`src/rtl/hit_trigger_pkg.sv`:
```
package hit_trigger_pkg;

    typedef struct packed {
        logic lead;
        logic trail;
    } trig_state_t;

    typedef struct packed {
        logic req;
        logic load;
        logic clr;
    } xfer_state_t;

endpackage

```
`src/rtl/hit_edge_detect.sv`:
```
module hit_edge_detect (
    input  logic clk,
    input  logic rst,
    input  logic hit,
    output logic rise,
    output logic fall
);
    logic prev_d, prev_q;

    always_comb begin
        prev_d = hit;
        rise   = hit & ~prev_q;
        fall   = ~hit & prev_q;
    end

    always_ff @(posedge clk) begin
        if (rst) prev_q <= 1'b0;
        else     prev_q <= prev_d;
    end
endmodule

```
`src/rtl/hit_trig_state.sv`:
```
module hit_trig_state
    import hit_trigger_pkg::*;
(
    input  logic clk,
    input  logic rst,
    input  logic rise,
    input  logic fall,
    input  logic load,
    output logic lead,
    output logic trail,
    output logic req_set
);
    trig_state_t st_d, st_q;

    always_comb begin
        st_d    = st_q;
        req_set = fall & st_q.lead & ~st_q.trail & ~load;
        if (load) begin
            st_d.lead  = 1'b0;
            st_d.trail = 1'b0;
        end else begin
            if (rise && !st_q.lead) st_d.lead  = 1'b1;
            if (req_set)            st_d.trail = 1'b1;
        end
    end

    always_ff @(posedge clk) begin
        if (rst) st_q <= '0;
        else     st_q <= st_d;
    end

    assign lead  = st_q.lead;
    assign trail = st_q.trail;
endmodule

```
`src/rtl/hit_xfer_seq.sv`:
```
module hit_xfer_seq
    import hit_trigger_pkg::*;
(
    input  logic clk,
    input  logic rst,
    input  logic req_set,
    input  logic daq_ready,
    output logic load,
    output logic clr
);
    xfer_state_t st_d, st_q;
    logic        grant;

    always_comb begin
        grant      = st_q.req & daq_ready & ~st_q.load;
        st_d.req   = (st_q.req | req_set) & ~grant;
        st_d.load  = grant;
        st_d.clr   = st_q.load;
    end

    always_ff @(posedge clk) begin
        if (rst) st_q <= '0;
        else     st_q <= st_d;
    end

    assign load = st_q.load;
    assign clr  = st_q.clr;
endmodule

```
`src/rtl/hit_trigger_ctrl.sv`:
```
module hit_trigger_ctrl (
    input  logic clk,
    input  logic rst,
    input  logic hit,
    input  logic daq_ready,
    output logic lead_trig,
    output logic trail_trig,
    output logic blk_hit,
    output logic blk_pileup,
    output logic xfer_load,
    output logic pileup_clr
);
    logic rise, fall, req_set, load, clr, lead, trail;

    hit_edge_detect u_edge (
        .clk (clk), .rst (rst), .hit (hit),
        .rise(rise), .fall(fall)
    );

    hit_trig_state u_trig (
        .clk(clk), .rst(rst), .rise(rise), .fall(fall), .load(load),
        .lead(lead), .trail(trail), .req_set(req_set)
    );

    hit_xfer_seq u_xfer (
        .clk(clk), .rst(rst), .req_set(req_set), .daq_ready(daq_ready),
        .load(load), .clr(clr)
    );

    assign lead_trig  = lead;
    assign blk_pileup = lead;
    assign trail_trig = trail;
    assign blk_hit    = trail;
    assign xfer_load  = load;
    assign pileup_clr = clr;
endmodule

```
`config.mk`:
```
export PLATFORM = sky130hd
export DESIGN_NAME = hit_trigger_ctrl
export DESIGN_NICKNAME = d
export VERILOG_FILES = /design/src/rtl/hit_trigger_pkg.sv /design/src/rtl/hit_edge_detect.sv /design/src/rtl/hit_trig_state.sv /design/src/rtl/hit_xfer_seq.sv /design/src/rtl/hit_trigger_ctrl.sv
export SDC_FILE = /design/constraint.sdc
export NUM_CORES = 1
export LEC_CHECK = 0
export ABC_AREA = 0
export ABC_CLOCK_PERIOD_IN_PS = 950
export BUFFER_PORTS_ARGS = -buffer_cell sky130_fd_sc_hd__buf_2
export CORE_AREA = 2 2 39 41
export CTS_BUF_LIST = sky130_fd_sc_hd__clkbuf_4 sky130_fd_sc_hd__clkbuf_8
export DETAILED_ROUTE_END_ITERATION = 10
export DIE_AREA = 0 0 41 43
export PLACE_DENSITY = 0.33
export SLEW_MARGIN = 10
export SYNTH_ARGS = -nofsm -noshare
export SYNTH_HDL_FRONTEND = slang
export SYNTH_SLANG_ARGS = --single-unit
```
`constraint.sdc`:
```
create_clock -name clk -period 0.95 [get_ports clk]
set_input_delay 0.285 -clock clk [delete_from_list [all_inputs] [get_ports clk]]
set_output_delay 0.285 -clock clk [all_outputs]
set_load 0.02 [all_outputs]
```
==> results.ini, run 1 <==
[run_status]
outcome=complete, but fails checks
violations=setup timing

[cts]
root_buffer=clkbuf_4
clk-insertion-delay-late_ns=0.24
clock_path_buffers=2
cts_tree=built
cts_num_sinks=6
cts_max_level=1
cts_buffers=3
clk_pin_slew_ns=0.04

[cells_and_area]
fillerInstances=154
regArea_um2=125
drive_gt1_share_pct=61.8
multiInputGateArea_um2=81.3
insertedDiodeCount=0
area_growth_pct=63.1
nNetsFinal=40
finalNonFillerCells=50

[critical_path]
crit_family=flip-flops
rr_startpoint=u_xfer.load
crit_chain=buf_6
cpMaxStageDelayCell=dfxtp_2
critPathBufInv=1
critPathKind=reg -> out
crit_path_max_fanout=3
worst-endpoint-arrival_ns=0.70
cp_num_cells=1
startpoint=u_trig.lead
end_kind=output pin
required_ns=0.66
r2r_cells=3
start_kind=register
cp_slowest_stage_delay_ns=0.35

[sta]
setup_viol=5
fmaxAchievable_ghz=1.02
worst_pin_slew_ns=0.194
min_period_ns=0.983
setup_tns_ns=-0.153
rsz0062_at_grt=yes
finClkSkew_ns=0.00123
slew_violations=0
setup_ws_ns=-0.0333
finalHoldViolCount=0
slew_headroom_pct=87.0
fin_crit_sh_pct=104

[synth]
ys_warn_count=0
synth.top_cells.by_count=6 x dfxtp_1, 2 x and2b_2, 2 x buf_4, 2 x inv_1, 2 x nor2b_1
yosysMostFrequentCell=dfxtp_1
synth_mux_area_share_pct=0
synth_edf_count=0
syn_avg_cell_area_um2=10.7
synth_xor_area_share_pct=0
async_reset_ff_share_pct=0
synth_ff_type=dfxtp_1
ys_ff_latch=6
synth.area.top_cells=dfxtp_1 54%, and2b_2 7.8%, buf_4 6.7%
synth_top_area_cell=dfxtp_1
syn-instance-count=21
synth_seq_area_share_pct=53.6
synth_top_area_share_pct=53.6
synthAdderAreaFrac_pct=0
yosys.area_share.simple_pct=25.7
synth_cell_types=12
synth_nets=25
synth-compound-area-share_pct=10.6
synth_top_family_by_area=simple AND/OR/NAND/NOR gates
synthesis.area_um2=224

[floorplan]
floorplan.initialDensity_pct=16.2
rows=14
ios=10
die_x_um=41
fp.dieH_um=43
die_area_um2=1760
core-area_um2=1380

[hold_path]
hp-start=daq_ready
hold_path.class=in -> reg
worstHoldPathCells=2

[global_routing]
antenna_found_initial=0
grt_first_pass_wirelength_um=669
overflow=0
grt_pass1_vias=194
globalRouteTotalUtil_pct=6.53
grt_max_degree=6

[route]
wl_um=387
wl_per_cell_um=7.74
via_per_inst=3.74
ant_nets=0
num_vias=187
remaining_drc_errors=0
drt_iter0_markers=0
first_pass_iters=1

[placement]
place_inst=44
io_buffers=9
gp_congestion=0.619

[run]
max_cap_violations=0

[power_and_ir_drop]
powerDensity_nw_per_um2=1520
p_leak_nw=0.166
peakVddDrop_mv=0.492

==> state kept, by name (all words and copies together), names as in the netlist <==
signal / count
u_trig.trail: 1
u_xfer.clr: 1
u_trig.lead: 1
u_edge.prev_q: 1
u_xfer.st_q: 1
u_xfer.load: 1
==> final timing paths <==
kind	slack (ns)	endpoint
max	-0.03	blk_pileup
min	0.29	u_xfer.load
max reg2reg	0.03	u_xfer.st_q[2]
min reg2reg	0.48	u_xfer.st_q[2]
==> kinds of logic after synthesis <==
family,count (synthesis)
DFF,6
and+or+nand+nor,8
buffers and inverters,4
AOI/OAI and AO/OA,3
==> cells in the final DEF, fill, tap and decap left out, types with 2 or more instances in the layout <==
master,n
dfxtp_2,4
buf_2,3
buf_4,2
buf_6,7
nor2b_1,2
inv_1,2
and2b_2,2
clkbuf_4,3
dfxtp_1,2
==> worst register-to-register path, delay by kind of cell, from the launching register on <==
kind | cells | cell delay [ns]
and+or+nand+nor | 1 | 0.30
DFF | 1 | 0.32
AOI/OAI and AO/OA | 1 | 0.10
buffers and inverters | 1 | 0.11
==> where the power goes <==
| part | switching [mW] | leakage (nW) | total [mW] | internal [mW] |
|---|---|---|---|---|
| Clock | 0.0798 | 0.0138 | 0.222 | 0.142 |
| Combinational | 0.0262 | 0.101 | 0.0642 | 0.0379 |
| Sequential | 0.00643 | 0.0507 | 0.268 | 0.262 |
| Total | 0.112 | 0.166 | 0.554 | 0.442 |
==> metrics by stage <==
| step | worst slack, ns | total power, mW | hold slack (ns) | utilization, % | cell area, um2 |
|---|---|---|---|---|---|
| after floorplan | 0.0267 | 0.304 | 0.400 | - | 224 |
| after global placement | 0.000303 | 0.317 | 0.471 | 19.8 | 274 |
| after detailed placement | -0.00547 | 0.318 | 0.477 | 19.8 | 274 |
| after CTS | -0.0489 | 0.571 | 0.284 | 26.1 | 362 |
| after global routing | -0.0697 | 0.587 | 0.286 | 26.4 | 365 |
| final | -0.0333 | 0.554 | 0.285 | 26.4 | 365 |
==> timing repair <==
item | 4_1_cts | 5_1_grt
endpoints found under the hold margin | 0 | 0
hold buffers | 0 | 0
pin swaps | 1 | 0
setup buffers | 3 | 0
setup endpoints to repair | 6 | 8
gates resized for setup | 16 | 2
==> layout make-up <==
class,instances,share of cell area (%)
repair buffers,12,29.8
clock buffers,3,6.16
multi-input cells,11,22.3
flip-flops and latches,6,34.2
inverters,2,2.05
well taps,16,5.48
==> per-layer routing <==
layer / global-route usage (%) / share of wire (%) / vias to the layer above
met4: 10.0 / 2.1 / 0
met3: 3.14 / 10 / 2
met2: 7.19 / 43 / 8
met5: 0 / 0 / -
li1: - / - / 96
met1: 6.77 / 44 / 81
Power figures use the tool's default switching activity.
==> run 2, diff against run 1 <==
--- a/config.mk
+++ b/config.mk
@@ -9,10 +9,11 @@
 export ABC_CLOCK_PERIOD_IN_PS = 950
 export BUFFER_PORTS_ARGS = -buffer_cell sky130_fd_sc_hd__buf_2
 export CORE_AREA = 2 2 39 41
-export CTS_BUF_LIST = sky130_fd_sc_hd__clkbuf_4 sky130_fd_sc_hd__clkbuf_8
 export DETAILED_ROUTE_END_ITERATION = 10
 export DIE_AREA = 0 0 41 43
+export GPL_TIMING_DRIVEN = 0
 export PLACE_DENSITY = 0.33
+export SETUP_SLACK_MARGIN = 0.2
 export SLEW_MARGIN = 10
 export SYNTH_ARGS = -nofsm -noshare
 export SYNTH_HDL_FRONTEND = slang
==> run 2 against run 1 <==
The flow still finishes with violations (setup timing); clock power grew 16%; sequential power shrank 1%; via count grew 11%; power grew 11%; largest power group unchanged; highest routed layer is now met3.
==> results.ini, run 2 (same netlist as run 1, synthesis figures left out) <==
[cells_and_area]
final_cell_mix=10 x buf_6, 4 x buf_2, 3 x clkbuf_4
finalInstanceArea_um2=442
finalNonFillerCells=54
fillerInstances=160
insertedDiodeCount=0
area_growth_pct=97.2
finish.utilization_pct=31.9
drive_gt1_share_pct=73.7
nNetsFinal=43
layout_commonest_cell=buf_6

[sta]
setup_ws_ns=-0.140
worst_pin_slew_ns=0.197
slew_headroom_pct=86.9
finClkSkew_ns=0.00180
setup_viol=8
whs_ns=0.285
min_period_ns=1.09
fin_crit_sh_pct=115
fmaxAchievable_ghz=0.918
slew_violations=0
finalHoldViolCount=0
rsz0062_at_grt=yes
setup_tns_ns=-0.598

[global_routing]
grt_first_pass_wirelength_um=848
use_met2_pct=10.9
met3_usage_pct=5.24
overflow=0
grt.met1_usage_pct=7.72
antenna_found_initial=0
grt_pass1_vias=192
grt_max_degree=6
grt-busiest-layer=met2
globalRouteTotalUtil_pct=7.83

[cts]
clock_path_buffers=2
cts_buffers=3
clk_pin_slew_ns=0.05
clk-insertion-delay-late_ns=0.24
cts_max_level=1
cts_tree=built
cts_num_sinks=6
root_buffer=clkbuf_4

[run_status]
violations=setup timing
outcome=complete, but fails checks

[floorplan]
core-area_um2=1380
ios=10
die_area_um2=1760
fp.dieH_um=43
rows=14
die_x_um=41
floorplan.initialDensity_pct=16.2

[placement]
pre_cts_ws_ns=-0.0121
placed_area_um2=302
hpwlAfterDp_um=322
io_buffers=9
place_inst=46
gp_congestion=0.664

[route]
num_vias=207
drt_iter0_markers=0
ant_nets=0
wl_per_cell_um=10.7
via_per_inst=3.83
remaining_drc_errors=0
wl_um=578
first_pass_iters=1

[critical_path]
r2r_slack_ns=-0.07
critPathBufInv=2
cp_slowest_stage_delay_ns=0.34
end_kind=output pin
cpMaxStageDelayCell=dfxtp_4
required_ns=0.66
crit_chain=buf_6 -> buf_6
crit_top_cell=buf_6
worst-endpoint-arrival_ns=0.80
crit_path_max_fanout=3
crit_family=flip-flops
critPathKind=reg -> out
start_kind=register

[power_and_ir_drop]
peakVddDrop_mv=0.660
powerDensity_nw_per_um2=1390
finalPower_mw=0.614
p_leak_nw=0.191

[hold_path]
hold_path.class=in -> reg

[run]
max_cap_violations=0

[run 2: changes by cell type in the layout (fill, tap and decap cells not counted), sizes merged]
cell | before | now
buf | 12 | 15
clkbuf | 3 | 4
[run 2: repair_timing]
action / CTS / global route
endpoints found under the setup margin: 8 / 11
gates resized for setup: 15 / 5
setup buffers: 3 / 1
pin swaps: 1 / 2
hold buffers: 0 / 0
[run 2: cell type report]
class	instances	area, um2	area share, %
buffer	2	22.5	5.10
timing repair buffer	13	118	26.6
tap	16	20.0	4.53
clock buffer	4	26.3	5.95
multi-input combinational	11	118	26.6
sequential	6	130	29.5
inverter	2	7.51	1.70
[run 2: power by group]
group / internal, mW / switching, mW / total (mW)
clock network: 0.160 / 0.0984 / 0.258
registers: 0.256 / 0.00816 / 0.264
logic: 0.0559 / 0.0361 / 0.0920
total: 0.472 / 0.143 / 0.614
[run 2: path summary, 6_finish.rpt]
check | from | cells after the start | to
worst max-delay path | u_trig.trail | 2 | trail_trig
worst min-delay path | daq_ready | 2 | u_xfer.load
worst max register to register | u_trig.trail | 4 | u_xfer.st_q[2]
worst min register to register | u_xfer.st_q[2] | 1 | u_xfer.load
[run 2: per-layer routing]
layer  wire, um  vias up
li1           -      103
met1        242       96
met2        293        8
met3         41        0
met4          0        0
met5          0        -
[run 2: worst reg2reg max path, cell delays in order (launching register included)]
cell and delay (ns):
dfxtp_4 0.34, buf_4 0.13, buf_6 0.11, nand4bb_4 0.22, o32ai_2 0.14
